**src/rtl/cfg_port_pkg.sv**
```systemverilog
package cfg_port_pkg;

    localparam int DATA_W    = 32;
    localparam int BE_W      = DATA_W / 8;
    localparam int BUS_W     = 8;
    localparam int DEV_W     = 5;
    localparam int FN_W      = 3;
    localparam int DWORD_W   = 6;
    localparam int REG_W     = DWORD_W + 2;
    localparam int MAX_CHILD = 8;
    localparam int N_SLOT    = 1 << DEV_W;
    localparam int IDX_W     = $clog2(MAX_CHILD + 1);

    // Field positions are fixed by the access protocol.
    typedef struct packed {
        logic               en;
        logic [6:0]         rsvd;
        logic [BUS_W-1:0]   bus;
        logic [DEV_W-1:0]   dev;
        logic [FN_W-1:0]    fn;
        logic [DWORD_W-1:0] dword;
        logic [1:0]         low;
    } cfg_addr_t;

    typedef struct packed {
        logic               valid;
        logic [BUS_W-1:0]   bus;
        logic [DEV_W-1:0]   dev;
        logic [IDX_W-1:0]   idx;
    } tgt_sel_t;

    typedef enum logic [1:0] {
        RSRC_IDLE   = 2'd0,
        RSRC_HOLD   = 2'd1,
        RSRC_TARGET = 2'd2
    } rd_src_e;

    function automatic logic [REG_W-1:0] reg_offset(input cfg_addr_t a);
        return {a.dword, 2'b00};
    endfunction

endpackage

```
**src/rtl/cfg_bus_lookup.sv**
```systemverilog
module cfg_bus_lookup
    import cfg_port_pkg::*;
#(
    parameter int                         N_CHILD   = 3,
    parameter logic [BUS_W-1:0]           ROOT_BUS  = '0,
    parameter logic [MAX_CHILD*BUS_W-1:0] CHILD_BUS = '0
) (
    input  logic [BUS_W-1:0] bus_num,
    output logic             hit,
    output logic [IDX_W-1:0] idx
);
    localparam int N_BUS = N_CHILD + 1;

    logic [N_BUS-1:0] match;

    assign match[0] = (bus_num == ROOT_BUS);

    generate
        for (genvar c = 0; c < N_CHILD; c++) begin : g_child
            assign match[c+1] = (bus_num == CHILD_BUS[c*BUS_W +: BUS_W]);
        end
    endgenerate

    // Lowest index wins: root, then children in order.
    always_comb begin
        hit = |match;
        idx = '0;
        for (int i = N_BUS - 1; i >= 0; i--) begin
            if (match[i]) idx = IDX_W'(i);
        end
    end

endmodule

```
**src/rtl/cfg_slot_table.sv**
```systemverilog
module cfg_slot_table
    import cfg_port_pkg::*;
#(
    parameter int                          N_BUS    = 4,
    parameter logic [N_BUS*N_SLOT-1:0]     SLOT_MAP = '0
) (
    input  logic [IDX_W-1:0] idx,
    input  logic [DEV_W-1:0] dev,
    output logic             populated
);
    logic [N_SLOT-1:0] row [N_BUS];

    generate
        for (genvar b = 0; b < N_BUS; b++) begin : g_row
            assign row[b] = SLOT_MAP[b*N_SLOT +: N_SLOT];
        end
    endgenerate

    always_comb begin
        populated = 1'b0;
        for (int b = 0; b < N_BUS; b++) begin
            if (idx == IDX_W'(b)) populated = row[b][dev];
        end
    end

endmodule

```
**src/rtl/cfg_target_reg.sv**
```systemverilog
module cfg_target_reg
    import cfg_port_pkg::*;
(
    input  logic             clk,
    input  logic             rst,
    input  logic             addr_wr,
    input  cfg_addr_t        addr_in,
    input  logic             hit,
    input  logic [IDX_W-1:0] hit_idx,
    output cfg_addr_t        addr_q,
    output tgt_sel_t         sel_q
);
    always_ff @(posedge clk) begin
        if (rst) begin
            addr_q <= '0;
            sel_q  <= '0;
        end else if (addr_wr) begin
            addr_q <= addr_in;
            if (addr_in.en) begin
                sel_q.valid <= hit;
                sel_q.bus   <= addr_in.bus;
                sel_q.dev   <= addr_in.dev;
                sel_q.idx   <= hit_idx;
            end
        end
    end

    // a latch write without the enable bit keeps the selection
    assert_keep_selection_R4: assert property (@(posedge clk) disable iff (rst)
        (addr_wr && !addr_in.en) |=> $stable(sel_q));

    // reset leaves an empty latch and no valid target
    assert_reset_clears_R9: assert property (@(posedge clk)
        rst |=> (addr_q == '0 && !sel_q.valid));

endmodule

```
**src/rtl/cfg_read_return.sv**
```systemverilog
module cfg_read_return
    import cfg_port_pkg::*;
(
    input  logic              clk,
    input  logic              rst,
    input  logic              rd_fire,
    input  logic              from_target,
    input  logic [DATA_W-1:0] hold_in,
    input  logic [DATA_W-1:0] tgt_rdata,
    output logic              rvalid,
    output logic [DATA_W-1:0] rdata
);
    rd_src_e           src_q;
    logic [DATA_W-1:0] hold_q;

    always_ff @(posedge clk) begin
        if (rst) begin
            src_q  <= RSRC_IDLE;
            hold_q <= '0;
        end else if (rd_fire) begin
            src_q  <= from_target ? RSRC_TARGET : RSRC_HOLD;
            hold_q <= hold_in;
        end else begin
            src_q  <= RSRC_IDLE;
        end
    end

    assign rvalid = (src_q != RSRC_IDLE);
    assign rdata  = (src_q == RSRC_TARGET) ? tgt_rdata : hold_q;

    // every read strobe yields a response in the next cycle
    assert_read_returns_R2: assert property (@(posedge clk) disable iff (rst)
        rd_fire |=> rvalid);

    // no response appears without a read one cycle earlier
    assert_no_spurious_rvalid_R2: assert property (@(posedge clk) disable iff (rst)
        !rd_fire |=> !rvalid);

endmodule

```
**src/rtl/cfg_access_port.sv**
```systemverilog
module cfg_access_port
    import cfg_port_pkg::*;
#(
    parameter int                           N_CHILD   = 3,
    parameter logic [BUS_W-1:0]             ROOT_BUS  = 8'd0,
    parameter logic [MAX_CHILD*BUS_W-1:0]   CHILD_BUS = 64'h0000_0000_0002_0002,
    parameter logic [(N_CHILD+1)*N_SLOT-1:0] SLOT_MAP =
        128'h0000_0100_FFFF_FFFF_0000_0008_0000_0013
) (
    input  logic              clk,
    input  logic              rst,
    input  logic              cpu_off,
    input  logic              cpu_rd,
    input  logic              cpu_wr,
    input  logic [DATA_W-1:0] cpu_wdata,
    input  logic [BE_W-1:0]   cpu_be,
    output logic [DATA_W-1:0] cpu_rdata,
    output logic              cpu_rvalid,
    output logic              tgt_req,
    output logic              tgt_we,
    output logic [BUS_W-1:0]  tgt_bus,
    output logic [DEV_W-1:0]  tgt_dev,
    output logic [FN_W-1:0]   tgt_fn,
    output logic [REG_W-1:0]  tgt_reg,
    output logic [DATA_W-1:0] tgt_wdata,
    output logic [BE_W-1:0]   tgt_be,
    input  logic [DATA_W-1:0] tgt_rdata
);
    localparam int N_BUS = N_CHILD + 1;

    cfg_addr_t        addr_in;
    cfg_addr_t        addr_q;
    tgt_sel_t         sel_q;
    logic             hit;
    logic [IDX_W-1:0] hit_idx;
    logic             populated;
    logic             live;
    logic             addr_wr, data_wr, rd_fire, data_rd;
    logic [DATA_W-1:0] hold_val;

    assign addr_in = cfg_addr_t'(cpu_wdata);
    assign addr_wr = cpu_wr && !cpu_off;
    assign data_wr = cpu_wr &&  cpu_off;
    assign rd_fire = cpu_rd && !cpu_wr;
    assign data_rd = rd_fire && cpu_off;

    cfg_bus_lookup #(
        .N_CHILD  (N_CHILD),
        .ROOT_BUS (ROOT_BUS),
        .CHILD_BUS(CHILD_BUS)
    ) u_lookup (
        .bus_num(addr_in.bus),
        .hit    (hit),
        .idx    (hit_idx)
    );

    cfg_target_reg u_target (
        .clk    (clk),
        .rst    (rst),
        .addr_wr(addr_wr),
        .addr_in(addr_in),
        .hit    (hit),
        .hit_idx(hit_idx),
        .addr_q (addr_q),
        .sel_q  (sel_q)
    );

    cfg_slot_table #(
        .N_BUS   (N_BUS),
        .SLOT_MAP(SLOT_MAP)
    ) u_slots (
        .idx      (sel_q.idx),
        .dev      (sel_q.dev),
        .populated(populated)
    );

    assign live = sel_q.valid && populated;

    // Target request: single-cycle, combinational from the CPU strobe.
    assign tgt_req   = (data_rd || data_wr) && live;
    assign tgt_we    = data_wr;
    assign tgt_bus   = sel_q.bus;
    assign tgt_dev   = sel_q.dev;
    assign tgt_fn    = addr_q.fn;
    assign tgt_reg   = reg_offset(addr_q);
    assign tgt_wdata = cpu_wdata;
    assign tgt_be    = cpu_be;

    assign hold_val = cpu_off ? '1 : DATA_W'(addr_q);

    cfg_read_return u_return (
        .clk        (clk),
        .rst        (rst),
        .rd_fire    (rd_fire),
        .from_target(cpu_off && live),
        .hold_in    (hold_val),
        .tgt_rdata  (tgt_rdata),
        .rvalid     (cpu_rvalid),
        .rdata      (cpu_rdata)
    );

    // requests only come from data-window accesses
    assert_req_only_window_R10: assert property (@(posedge clk) disable iff (rst)
        tgt_req |-> (cpu_off && (cpu_rd || cpu_wr)));

    // no request while the selected target is invalid
    assert_no_req_invalid_R6: assert property (@(posedge clk) disable iff (rst)
        !sel_q.valid |-> !tgt_req);

    // a window read that raised no request returns all ones
    assert_ones_default_R7: assert property (@(posedge clk) disable iff (rst)
        (rd_fire && cpu_off && !tgt_req) |=> (cpu_rdata == '1));

    // a latch read returns the latch as it stood at the read
    assert_latch_readback_R1: assert property (@(posedge clk) disable iff (rst)
        (rd_fire && !cpu_off) |=> (cpu_rdata == DATA_W'($past(addr_q))));

endmodule

```
**config.mk**
```make
export PLATFORM = sky130hd
export DESIGN_NAME = cfg_access_port
export DESIGN_NICKNAME = d
export VERILOG_FILES = /design/src/rtl/cfg_port_pkg.sv /design/src/rtl/cfg_bus_lookup.sv /design/src/rtl/cfg_slot_table.sv /design/src/rtl/cfg_target_reg.sv /design/src/rtl/cfg_read_return.sv /design/src/rtl/cfg_access_port.sv
export SDC_FILE = /design/constraint.sdc
export NUM_CORES = 1
export LEC_CHECK = 0
export ABC_CLOCK_PERIOD_IN_PS = 3000
export BUFFER_PORTS_ARGS = -buffer_cell sky130_fd_sc_hd__clkbuf_2
export CORE_ASPECT_RATIO = 0.75
export CORE_MARGIN = 4
export CORE_UTILIZATION = 51
export CTS_CLUSTER_DIAMETER = 60
export DETAILED_ROUTE_END_ITERATION = 10
export PLACE_DENSITY = 0.81
export SYNTH_ARGS = -nofsm -noshare
export SYNTH_HDL_FRONTEND = slang
export SYNTH_SLANG_ARGS = --single-unit
```
**constraint.sdc**
```tcl
create_clock -name clk -period 3 [get_ports clk]
set_clock_uncertainty 0.2 [all_clocks]
set_input_delay 0.3 -clock clk [delete_from_list [all_inputs] [get_ports clk]]
set_output_delay 0.3 -clock clk [all_outputs]
set_load 0.01 [all_outputs]
```
==> impl_metrics.yaml <==
logic_synthesis:
  avgSynthCellArea_um2: 8.219
  synth_top_family_by_area: "simple AND/OR/NAND/NOR gates"
  synth.lib_cells_used.distinct: 29
  synth_simple_gate_area_frac: 0.2430
  synth-adder-area-share: 0
  synth_largest_area_cell: "sky130_fd_sc_hd__dfxtp_1"
  ys.flop_type: "sky130_fd_sc_hd__dfxtp_1"
  postSynthRegisterBits: 83
  synthesis.yosys.warnings: 0
  synth_compound_gate_area_share: 0.06823
  number_of_enable_type_register_cells_in_the_synthesized_netlist: 0
  yosysSeqAreaShare: 0.4274
  syn_area_um2: 3887
  fraction_of_synthesized_area_in_multiplexers: 0.09527
  most_common_library_cells_after_synthesis: "91 x sky130_fd_sc_hd__nand2_1, 83 x sky130_fd_sc_hd__dfxtp_1, 69 x sky130_fd_sc_hd__buf_4"
  synth-async-reset-ratio: 0
  synth_xor_xnor_area_share: 0
  synthDominantCellAreaShare: 0.4274
  yosys-top-cells-area: "sky130_fd_sc_hd__dfxtp_1 43%, sky130_fd_sc_hd__buf_4 13%, sky130_fd_sc_hd__nand2_1 8.8%, sky130_fd_sc_hd__mux2_2 8.7%, sky130_fd_sc_hd__nor3_1 8.4%"
  synth_cells: 473
  most_frequent_cell_after_synthesis: "sky130_fd_sc_hd__nand2_1"
worst_setup_path:
  timing.critical_path.from_type: "register"
  class_of_the_most_critical_setup_path: "reg -> out"
  worstPathRequired_ns: 2.50
  critical_path.endpoint_type: "output port"
  worstPathMaxFanout: 32
  worst-endpoint-arrival_ns: 2.02
grt:
  global_route_usage_over_all_layers: 0.2177
  total_grt_overflow: 0
  antenna_found_initial: 0
  grt_start_max_net_pins: 44
  global_route_wire_length_before_repair_um: 15760
  grt_pass1_vias: 3332
placement:
  dp_hpwl_um: 6885
  dp_worst_setup_slack_ns: 0.8367
  port_buffers: 157
  placed_area_um2: 4237
  place.gp.congestion: 0.7503
detailed_routing:
  detail_route.iter0.violations: 185
  remaining_drc_errors: 0
  detailroute.via_count: 3480
  ant_nets: 0
  uppermost_layer_routed: "met4"
  avgViaCountPerCell: 5.103
  wl_met1_um: 3992
  met2RoutedLength_um: 4921
  post_drt_wl_per_cell_um: 14.54
  wire_length_after_detailed_routing_um: 9917
  detailroute.wirelength.met3_um: 906
  number_of_optimization_iterations_in_the_first_detailed_route_pass: 5
run_status:
  run_status: "finished, final reports clean"
clock_tree:
  ctsRootBufferMaster: "sky130_fd_sc_hd__clkbuf_8"
  cts_repair_resize_count: 0
  clk_latency_ns: 0.35
  cts_made_buffers: 9
  clock_pin_slew_worst_setup_and_hold_paths_ns: 0.09
  clk_path_buf_depth: 2
  cts_tree: "yes"
  cts-hold-fix-buffers: 21
  tritoncts_num_sinks: 83
  htree_num_levels: 3
  cts_post_setup_buffers_inserted: 0
sta:
  layout_setup_ws_ns: 0.4757
  max_clock_freq_ghz: 0.3961
  timing_hold_violations_final: 0
  relSlewSlack: 0.2793
  drv_slew: 0
  layout_min_cycle_time_ns: 2.524
  unrepaired_setup_endpoints_after_global_routing: "no"
  final_worst_path_period_share: 0.8414
  setup-tns-final_ns: 0
  max_slew.worst_pin.slew_ns: 1.081
  final-setup-viol-count: 0
final_layout:
  finalNetCount: 649
  layout-area-overhead-vs-synth_pct: 18.89
  seqCellArea_um2: 1662
  layout.filler_cells: 662
  final_layout_size_suffix_gt1_frac: 0.3718
  fin_area_um2: 4622
  multi_input_area_um2: 1598
  insertedDiodeCount: 0
pwr:
  design_power_total_uw: 2264
  leakagePower_uw: 0.002045
  ir_worst_vdd_mv: 0.3337
  power_per_cell_area_nw_per_um2: 489.9
die:
  die-width_um: 108.8
  rows: 27
  fp.dieH_um: 83.61
  core_region_area_um2: 7365
  area_enclosed_by_the_die_boundary_um2: 9098
  initial_utilization: 0.5279
  ios: 168
min_path:
  hold_path_class: "in -> reg"
flow_run:
  drv_cap: 0
-- placed cells by master, fill, tap and decap left out --
cell type                       instances
sky130_fd_sc_hd__dfxtp_1               83
sky130_fd_sc_hd__dlygate4sd3_1         21
sky130_fd_sc_hd__buf_2                  1
sky130_fd_sc_hd__nand3b_2               1
sky130_fd_sc_hd__buf_4                  6
sky130_fd_sc_hd__nand2_1               91
sky130_fd_sc_hd__buf_12                 1
sky130_fd_sc_hd__nor3_2                 3
sky130_fd_sc_hd__clkbuf_1               1
sky130_fd_sc_hd__inv_6                  2
sky130_fd_sc_hd__mux2_1                 2
sky130_fd_sc_hd__nand3_1                3
sky130_fd_sc_hd__o21a_1                 1
sky130_fd_sc_hd__a2111oi_0              2
sky130_fd_sc_hd__clkinvlp_4             4
sky130_fd_sc_hd__nor4_1                 2
sky130_fd_sc_hd__nand4_1                1
sky130_fd_sc_hd__nor2b_4                1
sky130_fd_sc_hd__and2b_1                1
sky130_fd_sc_hd__mux2i_1                1
sky130_fd_sc_hd__clkbuf_2             156
sky130_fd_sc_hd__nor4b_1                2
sky130_fd_sc_hd__clkbuf_8               9
sky130_fd_sc_hd__nor3_1                65
sky130_fd_sc_hd__nor2b_2                1
sky130_fd_sc_hd__nor2_1                35
sky130_fd_sc_hd__a21oi_1               48
sky130_fd_sc_hd__and3b_1                1
sky130_fd_sc_hd__nand2b_1               2
sky130_fd_sc_hd__mux2_2                30
sky130_fd_sc_hd__or2_2                  1
sky130_fd_sc_hd__conb_1                 2
sky130_fd_sc_hd__and2_1                 1
-- cell families (layout without fill, tap and decap cells) --
kind of cell / after synthesis / count (layout)
simple gates: 211 / 211
buf+inv: 94 / 201
flops: 83 / 83
compound gates: 51 / 51
mux: 33 / 33
other cells: 1 / 2
-- routing by layer --
layer / global-route usage / vias to the layer above
met5: 0 / -
met4: 0.05275 / 0
met3: 0.05723 / 12
met2: 0.3943 / 173
met1: 0.2526 / 1572
li1: - / 1723
-- sequential cells by signal (all words and copies together) (netlist names), named ones only --
register	count
u_target.sel_q	15
u_return.hold_q	32
u_return.src_q	2
u_target.addr_q	32
-- metrics by stage --
stage / utilization / hold slack, ns / cells
after global placement: 0.5753 / 0.2419 / 645
after global routing: 0.6276 / 0.005317 / 682
after CTS: 0.6276 / 0.002627 / 682
after floorplan: - / 0.2360 / 474
final: 0.6276 / 0.02348 / 682
after detailed placement: 0.5753 / 0.2489 / 645
-- cell type report --
cell class,count,area share
repair buffers,185,0.2296
well taps,101,0.02734
flip-flops and latches,83,0.3595
multi-input cells,297,0.3457
clock buffers,10,0.02761
clock inverters,6,0.01029
-- critical path, cell delays in order (launching register included) --
cell,delay [ns]
sky130_fd_sc_hd__dfxtp_1,0.33
sky130_fd_sc_hd__nor2b_4,0.77
sky130_fd_sc_hd__mux2_2,0.44
sky130_fd_sc_hd__clkbuf_2,0.13
-- power breakdown --
group	switching (µW)	total [µW]	internal (µW)
registers	31.8	1190	1160
logic	197	359	162
clock network	410	716	306
-- path summary, 6_finish.rpt --
path                                    from                                to  slack (ns)  cells past startpoint
max             u_return.src_q[1]$_SDFF_PP0_                      cpu_rdata[0]        0.48                      3
min                            cpu_wdata[20]  u_target.addr_q[20]$_SDFFE_PP0N_        0.02                      3
max reg2reg   u_target.sel_q[6]$_SDFFE_PP0N_                          register        1.73                      3
min reg2reg  u_target.sel_q[17]$_SDFFE_PP0N_   u_target.sel_q[17]$_SDFFE_PP0N_        0.26                      2
(Power assumes the default switching activity.)
